`config.mk`:
```
export PLATFORM = sky130hd
export DESIGN_NAME = twowire_cmd_slave
export DESIGN_NICKNAME = d
export VERILOG_FILES = /design/src/rtl/twc_pkg.sv /design/src/rtl/twc_line_filter.sv /design/src/rtl/twc_bus_events.sv /design/src/rtl/twc_frame_engine.sv /design/src/rtl/twowire_cmd_slave.sv
export SDC_FILE = /design/constraint.sdc
export NUM_CORES = 1
export LEC_CHECK = 0
export ABC_AREA = 0
export BUFFER_PORTS_ARGS = -buffer_cell sky130_fd_sc_hd__buf_2
export CAP_MARGIN = 10
export CORE_MARGIN = 2
export CORE_UTILIZATION = 40
export DETAILED_ROUTE_END_ITERATION = 7
export GPL_ROUTABILITY_DRIVEN = 0
export HOLD_SLACK_MARGIN = 0.1
export PLACE_DENSITY = 0.67
export SLEW_MARGIN = 5
export SYNTH_ARGS = -nofsm -noshare
export SYNTH_HDL_FRONTEND = slang
export SYNTH_SLANG_ARGS = --single-unit
```
`constraint.sdc`:
```
create_clock -name clk -period 2.05 [get_ports clk]
set_clock_uncertainty 0.15 [all_clocks]
set_input_delay 0 -clock clk [delete_from_list [all_inputs] [get_ports clk]]
set_output_delay 0 -clock clk [all_outputs]
set_load 0.01 [all_outputs]
```
`src/rtl/twc_pkg.sv`:
```
package twc_pkg;

  typedef enum logic [2:0] {
    K_NONE,
    K_RD_WIPER,
    K_WR_WIPER,
    K_RD_REG,
    K_WR_REG,
    K_REG_TO_WIPER,
    K_WIPER_TO_REG
  } cmd_kind_e;

  typedef enum logic [1:0] {
    ST_IDLE,
    ST_ACTIVE,
    ST_SKIP,
    ST_DONE
  } frame_st_e;

  // Address byte check: type nibble, strap bits, R/W bit ignored here.
  function automatic logic addr_match(input logic [7:0] b, input logic [3:0] dev_type,
                                      input logic [2:0] pins);
    return (b[7:4] == dev_type) && (b[3:1] == pins);
  endfunction

  // Command byte plus R/W bit to operation kind.
  function automatic cmd_kind_e decode_cmd(input logic rw, input logic [7:0] b);
    cmd_kind_e k;
    k = K_NONE;
    if (!(b[4] | b[1] | b[0])) begin
      case ({b[7:5], rw})
        4'b100_1: k = K_RD_WIPER;
        4'b101_0: k = K_WR_WIPER;
        4'b101_1: k = K_RD_REG;
        4'b110_0: k = K_WR_REG;
        4'b110_1: k = K_REG_TO_WIPER;
        4'b111_0: k = K_WIPER_TO_REG;
        default:  k = K_NONE;
      endcase
    end
    return k;
  endfunction

  function automatic logic is_read(input cmd_kind_e k);
    return (k == K_RD_WIPER) || (k == K_RD_REG);
  endfunction

  function automatic logic is_two_byte(input cmd_kind_e k);
    return (k == K_REG_TO_WIPER) || (k == K_WIPER_TO_REG);
  endfunction

  function automatic logic is_issued(input cmd_kind_e k);
    return (k == K_WR_WIPER) || (k == K_WR_REG) || is_two_byte(k);
  endfunction

  function automatic logic [1:0] issue_code(input cmd_kind_e k);
    case (k)
      K_WR_WIPER:     return 2'd0;
      K_WR_REG:       return 2'd1;
      K_REG_TO_WIPER: return 2'd2;
      default:        return 2'd3;
    endcase
  endfunction

endpackage

```
`src/rtl/twc_line_filter.sv`:
```
module twc_line_filter #(
  parameter int FILT_LEN = 3
) (
  input  logic clk,
  input  logic rst_n,
  input  logic line_i,
  output logic line_o
);
  localparam int CW = $clog2(FILT_LEN + 1);

  logic [1:0]    sync_q;
  logic [CW-1:0] cnt_q;
  logic          out_q;

  always_ff @(posedge clk or negedge rst_n) begin
    if (!rst_n) begin
      sync_q <= 2'b11;
      cnt_q  <= '0;
      out_q  <= 1'b1;
    end else begin
      sync_q <= {sync_q[0], line_i};
      if (sync_q[1] != out_q) begin
        if (cnt_q == CW'(FILT_LEN - 1)) begin
          out_q <= sync_q[1];
          cnt_q <= '0;
        end else begin
          cnt_q <= cnt_q + 1'b1;
        end
      end else begin
        cnt_q <= '0;
      end
    end
  end

  assign line_o = out_q;
endmodule

```
`src/rtl/twc_bus_events.sv`:
```
module twc_bus_events (
  input  logic clk,
  input  logic rst_n,
  input  logic scl_f,
  input  logic sda_f,
  output logic scl_rise,
  output logic scl_fall,
  output logic start_evt,
  output logic stop_evt
);
  logic scl_p, sda_p;

  always_ff @(posedge clk or negedge rst_n) begin
    if (!rst_n) begin
      scl_p <= 1'b1;
      sda_p <= 1'b1;
    end else begin
      scl_p <= scl_f;
      sda_p <= sda_f;
    end
  end

  assign scl_rise  = scl_f & ~scl_p;
  assign scl_fall  = ~scl_f & scl_p;
  assign start_evt = scl_f & scl_p & sda_p & ~sda_f;
  assign stop_evt  = scl_f & scl_p & ~sda_p & sda_f;
endmodule

```
`src/rtl/twc_frame_engine.sv`:
```
module twc_frame_engine
  import twc_pkg::*;
#(
  parameter int         DATA_W   = 10,
  parameter logic [3:0] DEV_TYPE = 4'b0101
) (
  input  logic              clk,
  input  logic              rst_n,
  input  logic              sda_f,
  input  logic              scl_rise,
  input  logic              scl_fall,
  input  logic              start_evt,
  input  logic              stop_evt,
  input  logic [2:0]        addr_pins,
  input  logic [DATA_W-1:0] rd_value,
  output logic              sda_oe,
  output logic              rd_wiper,
  output logic [1:0]        rd_ptr,
  output logic              cmd_valid,
  output logic [1:0]        cmd_op,
  output logic [1:0]        cmd_ptr,
  output logic [DATA_W-1:0] cmd_value,
  output logic              busy,
  output logic [3:0]        bit_cnt
);
  localparam int HI_W = DATA_W - 8;

  frame_st_e         st_q;
  cmd_kind_e         kind_q;
  cmd_kind_e         kind_rx;
  logic [3:0]        bit_cnt_q;
  logic [1:0]        byte_idx_q;
  logic [7:0]        shreg_q;
  logic              rw_q;
  logic [1:0]        ptr_q;
  logic [HI_W-1:0]   hi_q;
  logic [DATA_W-1:0] data_q;
  logic [DATA_W-1:0] txword_q;
  logic              txmode_q;
  logic              mack_q;
  logic              oe_q;
  logic              byte_ok;
  logic              frame_end;
  logic [7:0]        tx_byte;
  logic              cmd_valid_q;
  logic [1:0]        cmd_op_q, cmd_ptr_q;
  logic [DATA_W-1:0] cmd_value_q;

  assign kind_rx   = decode_cmd(rw_q, shreg_q);
  assign frame_end = ((byte_idx_q == 2'd1) && is_two_byte(kind_q)) || (byte_idx_q == 2'd3);
  assign tx_byte   = (byte_idx_q == 2'd2) ? {{(8-HI_W){1'b0}}, txword_q[DATA_W-1:8]}
                                          : txword_q[7:0];

  always_comb begin
    case (byte_idx_q)
      2'd0:    byte_ok = addr_match(shreg_q, DEV_TYPE, addr_pins);
      2'd1:    byte_ok = (kind_rx != K_NONE);
      default: byte_ok = 1'b1;
    endcase
  end

  always_ff @(posedge clk or negedge rst_n) begin
    if (!rst_n) begin
      st_q       <= ST_IDLE;
      kind_q     <= K_NONE;
      bit_cnt_q  <= '0;
      byte_idx_q <= '0;
      shreg_q    <= '0;
      rw_q       <= 1'b0;
      ptr_q      <= '0;
      hi_q       <= '0;
      data_q     <= '0;
      txword_q   <= '0;
      txmode_q   <= 1'b0;
      mack_q     <= 1'b1;
      oe_q       <= 1'b0;
    end else if (start_evt) begin
      st_q       <= ST_ACTIVE;
      kind_q     <= K_NONE;
      bit_cnt_q  <= '0;
      byte_idx_q <= '0;
      txmode_q   <= 1'b0;
      oe_q       <= 1'b0;
    end else if (stop_evt) begin
      st_q     <= ST_IDLE;
      txmode_q <= 1'b0;
      oe_q     <= 1'b0;
    end else if (st_q == ST_ACTIVE) begin
      if (scl_rise) begin
        if (bit_cnt_q < 4'd8) begin
          if (!txmode_q) shreg_q <= {shreg_q[6:0], sda_f};
          bit_cnt_q <= bit_cnt_q + 4'd1;
        end else if (bit_cnt_q == 4'd8) begin
          mack_q    <= sda_f;
          bit_cnt_q <= 4'd9;
        end
      end else if (scl_fall) begin
        if (bit_cnt_q == 4'd8) begin
          if (txmode_q) begin
            oe_q <= 1'b0;
          end else if (byte_ok) begin
            oe_q <= 1'b1;
            case (byte_idx_q)
              2'd0: rw_q <= shreg_q[0];
              2'd1: begin
                kind_q <= kind_rx;
                ptr_q  <= shreg_q[3:2];
              end
              2'd2:    hi_q   <= shreg_q[HI_W-1:0];
              default: data_q <= {hi_q, shreg_q};
            endcase
          end else begin
            st_q <= ST_SKIP;
            oe_q <= 1'b0;
          end
        end else if (bit_cnt_q == 4'd9) begin
          bit_cnt_q  <= '0;
          byte_idx_q <= byte_idx_q + 2'd1;
          if (txmode_q && mack_q) begin
            st_q     <= ST_SKIP;
            txmode_q <= 1'b0;
            oe_q     <= 1'b0;
          end else if (frame_end) begin
            st_q     <= ST_DONE;
            txmode_q <= 1'b0;
            oe_q     <= 1'b0;
          end else if (is_read(kind_q)) begin
            txmode_q <= 1'b1;
            if (byte_idx_q == 2'd1) begin
              txword_q <= rd_value;
              oe_q     <= 1'b1;
            end else begin
              oe_q <= ~txword_q[7];
            end
          end else begin
            txmode_q <= 1'b0;
            oe_q     <= 1'b0;
          end
        end else if (txmode_q && (bit_cnt_q != 4'd0)) begin
          oe_q <= ~tx_byte[3'd7 - bit_cnt_q[2:0]];
        end
      end
    end
  end

  always_ff @(posedge clk or negedge rst_n) begin
    if (!rst_n) begin
      cmd_valid_q <= 1'b0;
      cmd_op_q    <= '0;
      cmd_ptr_q   <= '0;
      cmd_value_q <= '0;
    end else begin
      cmd_valid_q <= stop_evt && !start_evt && (st_q == ST_DONE) && is_issued(kind_q);
      if (stop_evt && (st_q == ST_DONE) && is_issued(kind_q)) begin
        cmd_op_q    <= issue_code(kind_q);
        cmd_ptr_q   <= ptr_q;
        cmd_value_q <= data_q;
      end
    end
  end

  assign sda_oe    = oe_q;
  assign rd_wiper  = (kind_q == K_RD_WIPER);
  assign rd_ptr    = ptr_q;
  assign cmd_valid = cmd_valid_q;
  assign cmd_op    = cmd_op_q;
  assign cmd_ptr   = cmd_ptr_q;
  assign cmd_value = cmd_value_q;
  assign busy      = (st_q != ST_IDLE);
  assign bit_cnt   = bit_cnt_q;
endmodule

```
`src/rtl/twowire_cmd_slave.sv`:
```
module twowire_cmd_slave #(
  parameter int         FILT_LEN = 3,
  parameter int         DATA_W   = 10,
  parameter logic [3:0] DEV_TYPE = 4'b0101
) (
  input  logic              clk,
  input  logic              rst_n,
  input  logic              scl_i,
  input  logic              sda_i,
  output logic              sda_oe,
  input  logic [2:0]        addr_pins,
  output logic              rd_wiper,
  output logic [1:0]        rd_ptr,
  input  logic [DATA_W-1:0] rd_value,
  output logic              cmd_valid,
  output logic [1:0]        cmd_op,
  output logic [1:0]        cmd_ptr,
  output logic [DATA_W-1:0] cmd_value
);
  localparam int N_LINES = 2;

  logic [N_LINES-1:0] raw_lines;
  logic [N_LINES-1:0] clean_lines;
  logic scl_f, sda_f;
  logic scl_rise, scl_fall, start_evt, stop_evt;
  logic busy;
  logic [3:0] bit_cnt;

  assign raw_lines = {sda_i, scl_i};

  for (genvar g = 0; g < N_LINES; g++) begin : g_filt
    twc_line_filter #(.FILT_LEN(FILT_LEN)) u_filt (
      .clk   (clk),
      .rst_n (rst_n),
      .line_i(raw_lines[g]),
      .line_o(clean_lines[g])
    );
  end

  assign scl_f = clean_lines[0];
  assign sda_f = clean_lines[1];

  twc_bus_events u_events (
    .clk      (clk),
    .rst_n    (rst_n),
    .scl_f    (scl_f),
    .sda_f    (sda_f),
    .scl_rise (scl_rise),
    .scl_fall (scl_fall),
    .start_evt(start_evt),
    .stop_evt (stop_evt)
  );

  twc_frame_engine #(.DATA_W(DATA_W), .DEV_TYPE(DEV_TYPE)) u_engine (
    .clk      (clk),
    .rst_n    (rst_n),
    .sda_f    (sda_f),
    .scl_rise (scl_rise),
    .scl_fall (scl_fall),
    .start_evt(start_evt),
    .stop_evt (stop_evt),
    .addr_pins(addr_pins),
    .rd_value (rd_value),
    .sda_oe   (sda_oe),
    .rd_wiper (rd_wiper),
    .rd_ptr   (rd_ptr),
    .cmd_valid(cmd_valid),
    .cmd_op   (cmd_op),
    .cmd_ptr  (cmd_ptr),
    .cmd_value(cmd_value),
    .busy     (busy),
    .bit_cnt  (bit_cnt)
  );
endmodule

```
==> out/results.tsv, run 1 <==
stage	metric	value	unit
status	status	finished, violations left	
status	failed_checks	negative setup slack	
timing	setup_ws	-22.6	ps
yosys	async_reset_ff_share	100	%
global_route	grt-ovfl-total	0	
power_and_ir_drop	pwr-share-seq	43.4	%
floorplan	start_util	41.3	%
critical_path	slowest_stage	dfrtp_2	
cells_and_area	drive_above_1_share	44.7	%
yosys	synth-edff-count	0	
timing	rsz0062_at_grt	true	
clock_network	clk_latency	360	ps
route	ant_nets	0	
yosys	syn_inst	297	
power_and_ir_drop	p_sw	1.60	mW
timing	fin_crit_sh	101	%
cells_and_area	instances_no_fill	495	
yosys	syn_area_per_cell	12.2	um^2
route	num_vias	2540	
cells_and_area	area_delta_synth_final	26.9	%
critical_path	path_class	flip-flop to flip-flop	
timing	fin_crit	2070	ps
timing	holdWs	134	ps
floorplan	die_width	99.1	um
clock_network	clk_transition_reported_paths	80	ps
yosys	synthFlopType	dfrtp_1	
flow_run	drv_cap	0	
global_route	antenna_found_initial	0	
yosys	synth-seq-cells	74	
yosys	syn-num-nets	322	
timing	maxSlewHeadroom	61.5	%
critical_path	max_stage_delay	470	ps
clock_network	htreeDepth	3	
power_and_ir_drop	internal_power	3.06	mW
placed_design	dp_hpwl	5050	um
route	totalWireLength	7610	um
placed_design	io_buffers	35	
cells_and_area	fillers	751	
critical_path	cp-end-kind	flip-flop	
placed_design	dp.cells	456	
floorplan	core_area	8760	um^2
critical_path	cp.arrival	2160	ps
clock_network	root_buffer	clkbuf_8	
route	drcViolationCount	0	
power_and_ir_drop	clkPwrFrac	25.0	%
global_route	grtUsageTotal	16.6	%
clock_network	clockBufferDepth	2	
global_route	grt_pass1_vias	2546	
cells_and_area	fin_util	52.4	%
route	viasPerCell	5.13	
route	drtPass1Iterations	4	
cells_and_area	regArea	1870	um^2
critical_path	worstSetupStartpointType	flip-flop	
cells_and_area	n_antenna_cell	0	
global_route	grt_pass1_wl	12700	um
clock_network	numCtsBuffers	9	
yosys	ys_warn_count	0	
power_and_ir_drop	p_per_area	1010	nW/um^2
critical_path	crit_chain	nor4b_4, nand4_1, o221ai_4, buf_6, nand4_4, mux2_4	
critical_path	required	2140	ps
cells_and_area	multi_input_area	1710	um^2
yosys	seq_area_frac_synth	51.5	%
timing	finalMaxSlewViolations	0	
timing	fmax	0.482	GHz
route	wl_per_cell	15.4	um
critical_path	cpLargestDelayFamily	simple AND/OR/NAND/NOR gates	
critical_path	cp_max_fo	6	
global_route	grt_start_max_net_pins	31	
floorplan	fp.dieArea	9830	um^2
clock_network	cts.sinks	74	
critical_path	critPathBufInv	1	
power_and_ir_drop	p_comb_share	31.6	%
power_and_ir_drop	ir_drop	424	uV
min_path	hp-class	input pin to flip-flop	
floorplan	core.rowCount	34	
floorplan	die_h	99.1	um
route	drt_iter0_markers	135	
power_and_ir_drop	leakagePower	2.18	nW
yosys	syn_area	3620	um^2
timing	setup_viol	13	
timing	final_hold_viol_count	0	
cells_and_area	nets	407	
floorplan	io_pins	36	
yosys	netlist-cell-type-count	54	
timing	worst_slew_pin_slew	578	ps
clock_network	cts_tree	built	
power_and_ir_drop	switching_share	34.3	%
## cells by family after synthesis
logic type / count (synthesis) / share of synthesized area [%]
and+or+nand+nor: 86 / 15.3
xor gates and xnor gates: 8 / 1.94
muxes: 56 / 17.4
AOI/OAI and AO/OA: 39 / 7.43
buffers and inverters: 26 / 3.77
adders and majority gates: 8 / 2.77
DFF: 74 / 51.5
## state kept, by name, summed over array words and instances (netlist names), 2 cells and up
name and count:
g_filt.u_filt.cnt_q 4, g_filt.u_filt.line_o 2, g_filt.u_filt.sync_q 4, u_engine.bit_cnt 4, u_engine.byte_idx_q 2, u_engine.cmd_op 2
u_engine.cmd_ptr 2, u_engine.cmd_value 10, u_engine.data_q 10, u_engine.hi_q 2, u_engine.kind_q 3, u_engine.rd_ptr 2
u_engine.shreg_q 8, u_engine.st_q 2, u_engine.txword_q 10
## layout by cell type, fill, tap and decap left out, drive strengths merged, types with 4 or more instances in the layout
cell type	instances
a21oi	9
and3	4
buf	73
clkbuf	10
dfrtp	65
dfstp	9
dlygate4sd3	14
ha	8
inv	12
mux2	48
mux2i	8
nand2	20
nand2b	4
nand3	8
nand4	7
nand4b	4
nor2	9
nor2b	6
nor3	9
o21ai	12
xnor2	8
## cell usage after synthesis (all sizes together), types with 2 or more instances
library cell / n / area [um^2]
a2111oi: 2 / 17.5
inv: 11 / 41.3
or2: 2 / 12.5
ha: 8 / 100
nand4: 6 / 82.6
nor2b: 6 / 40.0
nand4b: 4 / 35.0
nand3: 8 / 40.0
buf: 10 / 73.8
o211ai: 2 / 15.0
nor3b: 3 / 22.5
mux2i: 8 / 80.1
nand2b: 4 / 25.0
clkbuf: 5 / 21.3
and3: 4 / 25.0
nor2: 9 / 50.1
nand2: 20 / 75.1
nor4b: 2 / 23.8
a22oi: 2 / 15.0
dfstp: 9 / 236
mux2: 48 / 548
nor3: 9 / 45.0
and2: 2 / 12.5
o21ai: 12 / 60.1
a21oi: 9 / 48.8
dfrtp: 65 / 1630
a31oi: 2 / 12.5
a211oi: 2 / 15.0
xnor2: 8 / 70.1
## final cells by class
type,count,area share [%]
sequential,74,40.7
multi-input combinational,198,37.2
timing repair buffer,88,13.9
clock buffer,10,3.00
tap,108,2.94
clock inverter,6,1.42
inverter,11,0.899
## per-stage QoR
step	TNS (ps)	cell area [um^2]	setup slack [ps]	power, mW
global placement	-779	4090	-76.7	3.37
global route	-2020	4590	-118	4.95
floorplan	0	3640	6.23	2.95
detailed placement	-892	4090	-94.3	3.41
CTS	0	4490	3.54	4.62
finish	-115	4590	-22.6	4.65
## metal layers
layer / part of all wire, % / track usage, % / vias up
met4: 2.0 / 6.74 / 0
li1: - / - / 1243
met5: 0 / 0 / -
met2: 49 / 26.3 / 46
met3: 3.3 / 3.72 / 13
met1: 46 / 22.3 / 1238
## power by group through the flow
| stage | Clock (mW) | Sequential [mW] | Combinational, mW |
|---|---|---|---|
| 6_report | 1.16 | 2.02 | 1.47 |
| 3_5_place_dp | 0 | 2.03 | 1.38 |
| 5_1_grt | 1.25 | 2.07 | 1.63 |
| 3_3_place_gp | 0 | 2.02 | 1.35 |
| 2_1_floorplan | 0 | 1.95 | 0.998 |
| 4_1_cts | 1.18 | 2.00 | 1.43 |
## worst register-to-register path: cells and delay by family (launching register included)
kind | cells | cell delay [ps]
muxes | 1 | 350
DFF | 1 | 470
AOI/OAI and AO/OA | 1 | 150
and+or+nand+nor | 3 | 690
buffers and inverters | 1 | 150
## final timing paths
| path | cells past startpoint | to | slack, ps | from |
|---|---|---|---|---|
| max | 6 | u_engine.data_q[5] | -20 | u_engine.shreg_q[1] |
| min | 2 | g_filt[1].u_filt.sync_q[0] | 130 | sda_i |
| max reg2reg | 6 | u_engine.data_q[5] | -20 | u_engine.shreg_q[1] |
| min reg2reg | 0 | g_filt[0].u_filt.sync_q[1] | 210 | g_filt[0].u_filt.sync_q[0] |
| max in group asynchronous | 4 | g_filt[0].u_filt.cnt_q[1] | 470 | rst_n |
| min in group asynchronous | 3 | g_filt[1].u_filt.line_o | 640 | rst_n |
## timing repair
action	4_1_cts	5_1_grt
gates cloned	1	0
endpoints found under the hold margin	86	0
gates resized for setup	3	21
hold buffers	15	0
setup endpoints to repair	13	57
buffers inserted	3	4
pin swaps	2	3
Note: power is estimated with default switching activity, not from simulation.
==> inputs of run 2 (changes only) <==
==> constraint.sdc (replaced) <==
create_clock -name clk -period 1.75 [get_ports clk]
set_clock_uncertainty 0.15 [all_clocks]
set_input_delay 0 -clock clk [delete_from_list [all_inputs] [get_ports clk]]
set_output_delay 0 -clock clk [all_outputs]
set_load 0.01 [all_outputs]
==> run 2 against run 1 <==
  * The flow still finishes with violations (negative setup slack)
  * Utilization rose by 8.1 points
  * Cell count rose by 9.1%
  * Via count rose by 13%
  * Non-clock buffer count rose by 44
  * Global-route usage rose by 2.0 points
  * Sequential share of layout area fell by 5.5 points
  * Largest cell class is now multi-input gates
  * First-iteration DRC count rose by 23%
  * Sequential cell count did not move
  * Worst setup slack got worse by 270 ps
==> out/results.tsv, run 2 (same netlist as run 1, synthesis figures left out) <==
stage	metric	value	unit	change
cells_and_area	regArea	1870	um^2	about the same
cells_and_area	nets	452		was 407
floorplan	core.rowCount	34		unchanged
status	failed_checks	negative setup slack		unchanged
timing	worst_slew_pin_slew	808	ps	was 578 ps
floorplan	fp.dieArea	9830	um^2	unchanged
global_route	grt-ovfl-total	0		unchanged
critical_path	r2r_slack	-290	ps	was -20 ps
global_route	grtUsageTotal	18.7	%	was 16.6%
timing	setup_ws	-295	ps	was -22.6 ps
critical_path	cp.arrival	2130	ps	was 2160 ps
clock_network	htreeDepth	3		unchanged
clock_network	clk_transition_reported_paths	80	ps	about the same
global_route	antenna_found_initial	0		unchanged
timing	finalMaxSlewViolations	0		unchanged
critical_path	r2r_end	u_engine.data_q[6]		was u_engine.data_q[5]
min_path	worstHoldStart	scl_i		was sda_i
route	wl_per_cell	17.0	um	was 15.4 um
route	drtPass1Iterations	4		unchanged
route	totalWireLength	9180	um	was 7610 um
status	status	finished, violations left		unchanged
route	viasPerCell	5.34		was 5.13
timing	fin_crit_sh	117	%	was 101%
cells_and_area	multi_input_area	2000	um^2	was 1710 um^2
power_and_ir_drop	leakagePower	2.55	nW	was 2.18 nW
cells_and_area	mostFrequentLayoutCells	dfrtp_1 (63), buf_4 (58), buf_2 (35), mux2_2 (25), mux2_4 (23)		was dfrtp_1 (61), mux2_2 (44), buf_2 (35), buf_4 (34), nand2_1 (20)
route	ant_nets	0		unchanged
power_and_ir_drop	p_per_area	1250	nW/um^2	was 1010 nW/um^2
cells_and_area	drive_above_1_share	56.0	%	was 44.7%
timing	setup_viol	58		was 13
cells_and_area	n_antenna_cell	0		unchanged
global_route	grt_pass1_wl	14400	um	was 12700 um
route	drcViolationCount	0		unchanged
clock_network	clockBufferDepth	2		unchanged
cells_and_area	fillers	628		was 751
critical_path	cp-end-kind	flip-flop		unchanged
placed_design	place_area	4380	um^2	was 4090 um^2
flow_run	drv_cap	0		unchanged
placed_design	post-place-ws	-319	ps	was -94.3 ps
critical_path	worstSetupStartpointType	flip-flop		unchanged
min_path	holdPathStages	2		unchanged
critical_path	required	1840	ps	was 2140 ps
clock_network	numCtsBuffers	9		unchanged
cells_and_area	postLayoutCellArea	5300	um^2	was 4590 um^2
timing	fin_crit	2040	ps	was 2070 ps
global_route	grt_pass1_vias	2999		was 2546
min_path	hp-class	input pin to flip-flop		unchanged
critical_path	path_class	flip-flop to flip-flop		unchanged
floorplan	start_util	41.3	%	unchanged
timing	final_hold_viol_count	0		unchanged
clock_network	cts_tree	built		unchanged
floorplan	die_width	99.1	um	unchanged
timing	fmax	0.489	GHz	was 0.482 GHz
power_and_ir_drop	power	6.62	mW	was 4.65 mW
clock_network	root_buffer	clkbuf_8		unchanged
cells_and_area	area_delta_synth_final	46.5	%	was 26.9%
power_and_ir_drop	ir_drop	701	uV	was 424 uV
min_path	hold_end	g_filt[0].u_filt.sync_q[0]		was g_filt[1].u_filt.sync_q[0]
timing	holdWs	131	ps	was 134 ps
floorplan	die_h	99.1	um	unchanged
timing	rsz0062_at_grt	true		unchanged
placed_design	dp.cells	486		was 456
cells_and_area	instances_no_fill	540		was 495
critical_path	cp_max_fo	5		was 6
timing	maxSlewHeadroom	45.9	%	was 61.5%
critical_path	ff2ff_path_depth	6		unchanged
floorplan	io_pins	36		unchanged
route	drt_iter0_markers	166		was 135
route	num_vias	2881		was 2540
clock_network	clk_latency	350	ps	was 360 ps
placed_design	io_buffers	35		unchanged
clock_network	cts.sinks	74		unchanged
floorplan	core_area	8760	um^2	unchanged
placed_design	dp_hpwl	5300	um	was 5050 um
critical_path	reg2reg_from	u_engine.byte_idx_q[0]		was u_engine.shreg_q[1]
global_route	grt_start_max_net_pins	31		unchanged
cells_and_area	final_common_cell	dfrtp_1		unchanged
## run 2: changes by cell type in the layout (fill, tap and decap cells not counted), sizes merged
cell          change
buf              +44
inv               +1
nand4             +1
dlymetal6s4s      -1
dlygate4sd3       +1
clkinv            -1
## run 2: metal layers
metal / global-route usage (%) / wire, um
met5: 0 / 0
met4: 11.5 / 314
met3: 3.65 / 367
met2: 30.0 / 4460
met1: 23.2 / 4040
## run 2: worst max path at each step
stage | slack (ps) | start | endpoint
after floorplan | -290 | g_filt[0].u_filt.line_o | u_engine.cmd_ptr[0]
after global placement | -230 | u_events.scl_p | u_engine.cmd_value[0]
after detailed placement | -320 | u_engine.shreg_q[1] | u_engine.data_q[6]
after CTS | -250 | g_filt[0].u_filt.line_o | u_engine.cmd_value[1]
after global routing | -350 | u_engine.byte_idx_q[0] | u_engine.data_q[5]
final | -290 | u_engine.byte_idx_q[0] | u_engine.data_q[6]
## run 2: timing repair
action,4_1_cts,5_1_grt
pin swaps,17,16
hold buffers,15,0
endpoints found under the hold margin,86,0
resized for setup,54,40
setup buffers,16,8
cloned,2,0
setup endpoints to repair,49,59
## run 2: power by group
group          switching (mW)  internal (mW)  total, mW
Combinational            1.43           1.60       3.03
Sequential              0.235           2.03       2.27
Clock                   0.665          0.664       1.33
## run 2: through the flow
stage          utilization (%)  TNS, ps
2_1_floorplan                -    -8340
3_3_place_gp              50.0    -8850
3_5_place_dp              50.0   -10480
4_1_cts                   58.1    -7870
5_1_grt                   60.5   -14190
6_report                  60.5   -10520
## run 2: layout make-up
cell class                      count  area share [%]
Inverter                           11           0.826
Multi-Input combinational cell    199            37.7
Clock buffer                       10            2.41
Sequential cell                    74            35.2
Clock inverter                      6            1.23
Tap cell                          108            2.55
Timing Repair Buffer              132            20.1
## run 2: worst max-delay path: stages, from the launching register on
cell	delay [ps]
dfrtp_1	430
buf_4	130
buf_4	90
ha_1	130
nor2b_1	440
nand4_4	240
mux2_2	330
==> inputs of run 3 (changes only) <==
--- a/config.mk
+++ b/config.mk
@@ -14,6 +14,7 @@
 export GPL_ROUTABILITY_DRIVEN = 0
 export HOLD_SLACK_MARGIN = 0.1
 export PLACE_DENSITY = 0.67
+export SKIP_CTS_REPAIR_TIMING = 1
 export SLEW_MARGIN = 5
 export SYNTH_ARGS = -nofsm -noshare
 export SYNTH_HDL_FRONTEND = slang
==> run 3 against run 2 <==
  * Sequential power about the same
  * The run still ends with negative setup slack left
  * Total power decreased by 8.1%
  * Clock-buffer cell count unchanged
  * Hold slack improved by 6.0 ps
  * Largest power group unchanged
  * Register-to-register slack improved by 20 ps
  * Critical endpoint is now u_engine.st_q[1]
  * Non-clock buffer count decreased by 17
  * Global-route usage decreased by 2.7 points
==> out/results.tsv, run 3 (same netlist as run 1, synthesis figures left out) <==
stage	metric	value	unit	change
status	status	finished, violations left		unchanged
status	failed_checks	negative setup slack		unchanged
cells_and_area	nets	435		was 452
timing	maxSlewHeadroom	46.4	%	was 45.9%
critical_path	reg2reg_from	u_engine.shreg_q[5]		was u_engine.byte_idx_q[0]
critical_path	ff2ff_path_depth	6		unchanged
critical_path	cp.arrival	2120	ps	was 2130 ps
global_route	antenna_found_initial	0		unchanged
cells_and_area	instances_no_fill	523		was 540
global_route	grt_use_met3	3.44	%	was 3.65%
floorplan	core.rowCount	34		unchanged
floorplan	die_h	99.1	um	unchanged
global_route	grtUsageTotal	16.0	%	was 18.7%
power_and_ir_drop	p_per_area	1230	nW/um^2	was 1250 nW/um^2
placed_design	dp_hpwl	5300	um	unchanged
cells_and_area	postLayoutCellArea	4970	um^2	was 5300 um^2
timing	setup_viol	49		was 58
timing	worst_slew_pin_slew	801	ps	was 808 ps
critical_path	cp-end-kind	flip-flop		unchanged
critical_path	path_class	flip-flop to flip-flop		unchanged
min_path	worstHoldStart	scl_i		unchanged
placed_design	dp.cells	486		unchanged
clock_network	clk_transition_reported_paths	80	ps	about the same
power_and_ir_drop	ir_drop	677	uV	was 701 uV
timing	finalMaxSlewViolations	0		unchanged
global_route	grt_pass1_wl	12500	um	was 14400 um
cells_and_area	area_delta_synth_final	37.2	%	was 46.5%
critical_path	worstSetupStartpointType	flip-flop		unchanged
clock_network	htreeDepth	3		unchanged
route	wl_per_cell	15.8	um	was 17.0 um
clock_network	numCtsBuffers	9		unchanged
global_route	grt-ovfl-total	0		unchanged
floorplan	die_width	99.1	um	unchanged
timing	final_hold_viol_count	0		unchanged
route	totalWireLength	8260	um	was 9180 um
global_route	globalRouteMet1Util	20.5	%	was 23.2%
timing	fmax	0.494	GHz	was 0.489 GHz
critical_path	r2r_slack	-270	ps	was -290 ps
power_and_ir_drop	leakagePower	2.36	nW	was 2.55 nW
clock_network	root_buffer	clkbuf_8		unchanged
cells_and_area	final_common_cell	dfrtp_1		unchanged
floorplan	core_area	8760	um^2	unchanged
timing	fin_crit	2020	ps	was 2040 ps
critical_path	cp_max_fo	6		was 5
min_path	holdPathStages	2		unchanged
floorplan	start_util	41.3	%	unchanged
floorplan	fp.dieArea	9830	um^2	unchanged
cells_and_area	fillers	698		was 628
clock_network	cts_tree	built		unchanged
timing	rsz0062_at_grt	true		unchanged
critical_path	required	1840	ps	about the same
route	drt_iter0_markers	115		was 166
clock_network	clk_latency	350	ps	about the same
placed_design	place_area	4380	um^2	unchanged
route	num_vias	2744		was 2881
global_route	top_usage_layer	met2		unchanged
clock_network	clockBufferDepth	2		unchanged
global_route	met2_usage	25.2	%	was 30.0%
flow_run	drv_cap	0		unchanged
critical_path	critPathLaunch	u_engine.shreg_q[5]		was u_engine.byte_idx_q[0]
cells_and_area	mostFrequentLayoutCells	dfrtp_1 (62), buf_4 (55), mux2_2 (41), buf_2 (35), nand2_1 (19)		was dfrtp_1 (63), buf_4 (58), buf_2 (35), mux2_2 (25), mux2_4 (23)
route	drtPass1Iterations	4		unchanged
timing	fin_crit_sh	116	%	was 117%
route	ant_nets	0		unchanged
route	drcViolationCount	0		unchanged
clock_network	cts.sinks	74		unchanged
timing	setup_ws	-273	ps	was -295 ps
global_route	grt_start_max_net_pins	31		unchanged
floorplan	io_pins	36		unchanged
placed_design	io_buffers	35		unchanged
cells_and_area	drive_above_1_share	52.3	%	was 56.0%
route	viasPerCell	5.25		was 5.34
min_path	hp-class	input pin to flip-flop		unchanged
global_route	grt_pass1_vias	2665		was 2999
placed_design	post-place-ws	-319	ps	unchanged
cells_and_area	n_antenna_cell	0		unchanged
run 3: cell count changes in the layout (fill, tap and decap cells not counted), moves of 2 or more:
cell,previous run,this run
buf_4,58,55
buf_6,20,6
mux2_2,25,41
mux2_4,23,7
nor2_4,2,0
run 3: worst paths after layout:
check	end
worst max-delay path	u_engine.st_q[1]
worst min-delay path	g_filt[0].u_filt.sync_q[0]
worst max register to register	u_engine.st_q[1]
worst min register to register	g_filt[1].u_filt.sync_q[1]
max in group asynchronous	u_engine.bit_cnt[0]
min in group asynchronous	u_engine.txword_q[6]
run 3: critical path, stage by stage, from the launching register on:
cell	delay (ps)
dfrtp_2	450
or3_1	380
nand4_1	160
o221ai_4	200
buf_4	200
o21a_1	170
o41ai_2	200
run 3: layout make-up:
class                   count  area, um^2  share of cell area (%)
flip-flops and latches     74        1870                    37.6
multi-input cells         199        1840                    37.1
well taps                 108         135                    2.72
clock buffers              10         128                    2.57
repair buffers            115         886                    17.8
inverters                  11        43.8                   0.882
clock inverters             6        65.1                    1.31
run 3: where the power goes:
group | leakage (nW) | internal [mW] | switching (mW)
combinational | 1.32 | 1.28 | 1.21
clock | 0.0971 | 0.664 | 0.656
sequential | 0.944 | 2.03 | 0.244
total | 2.36 | 3.98 | 2.11
run 3: metrics by stage:
stage | power, mW | util [%] | TNS [ps] | hold WS, ps
after floorplan | 3.51 | - | -8340 | -446
after global placement | 4.39 | 50.0 | -8850 | -157
after detailed placement | 4.45 | 50.0 | -10480 | -150
after CTS | 5.78 | 52.2 | -11450 | -534
after global routing | 6.43 | 56.7 | -13410 | 130
final | 6.09 | 56.7 | -9570 | 137
run 3: per-layer routing:
metal,share of wire (%),vias up
li1,-,1305
met1,44,1344
met2,50,73
met3,4.0,22
met4,2.6,0
met5,0,-
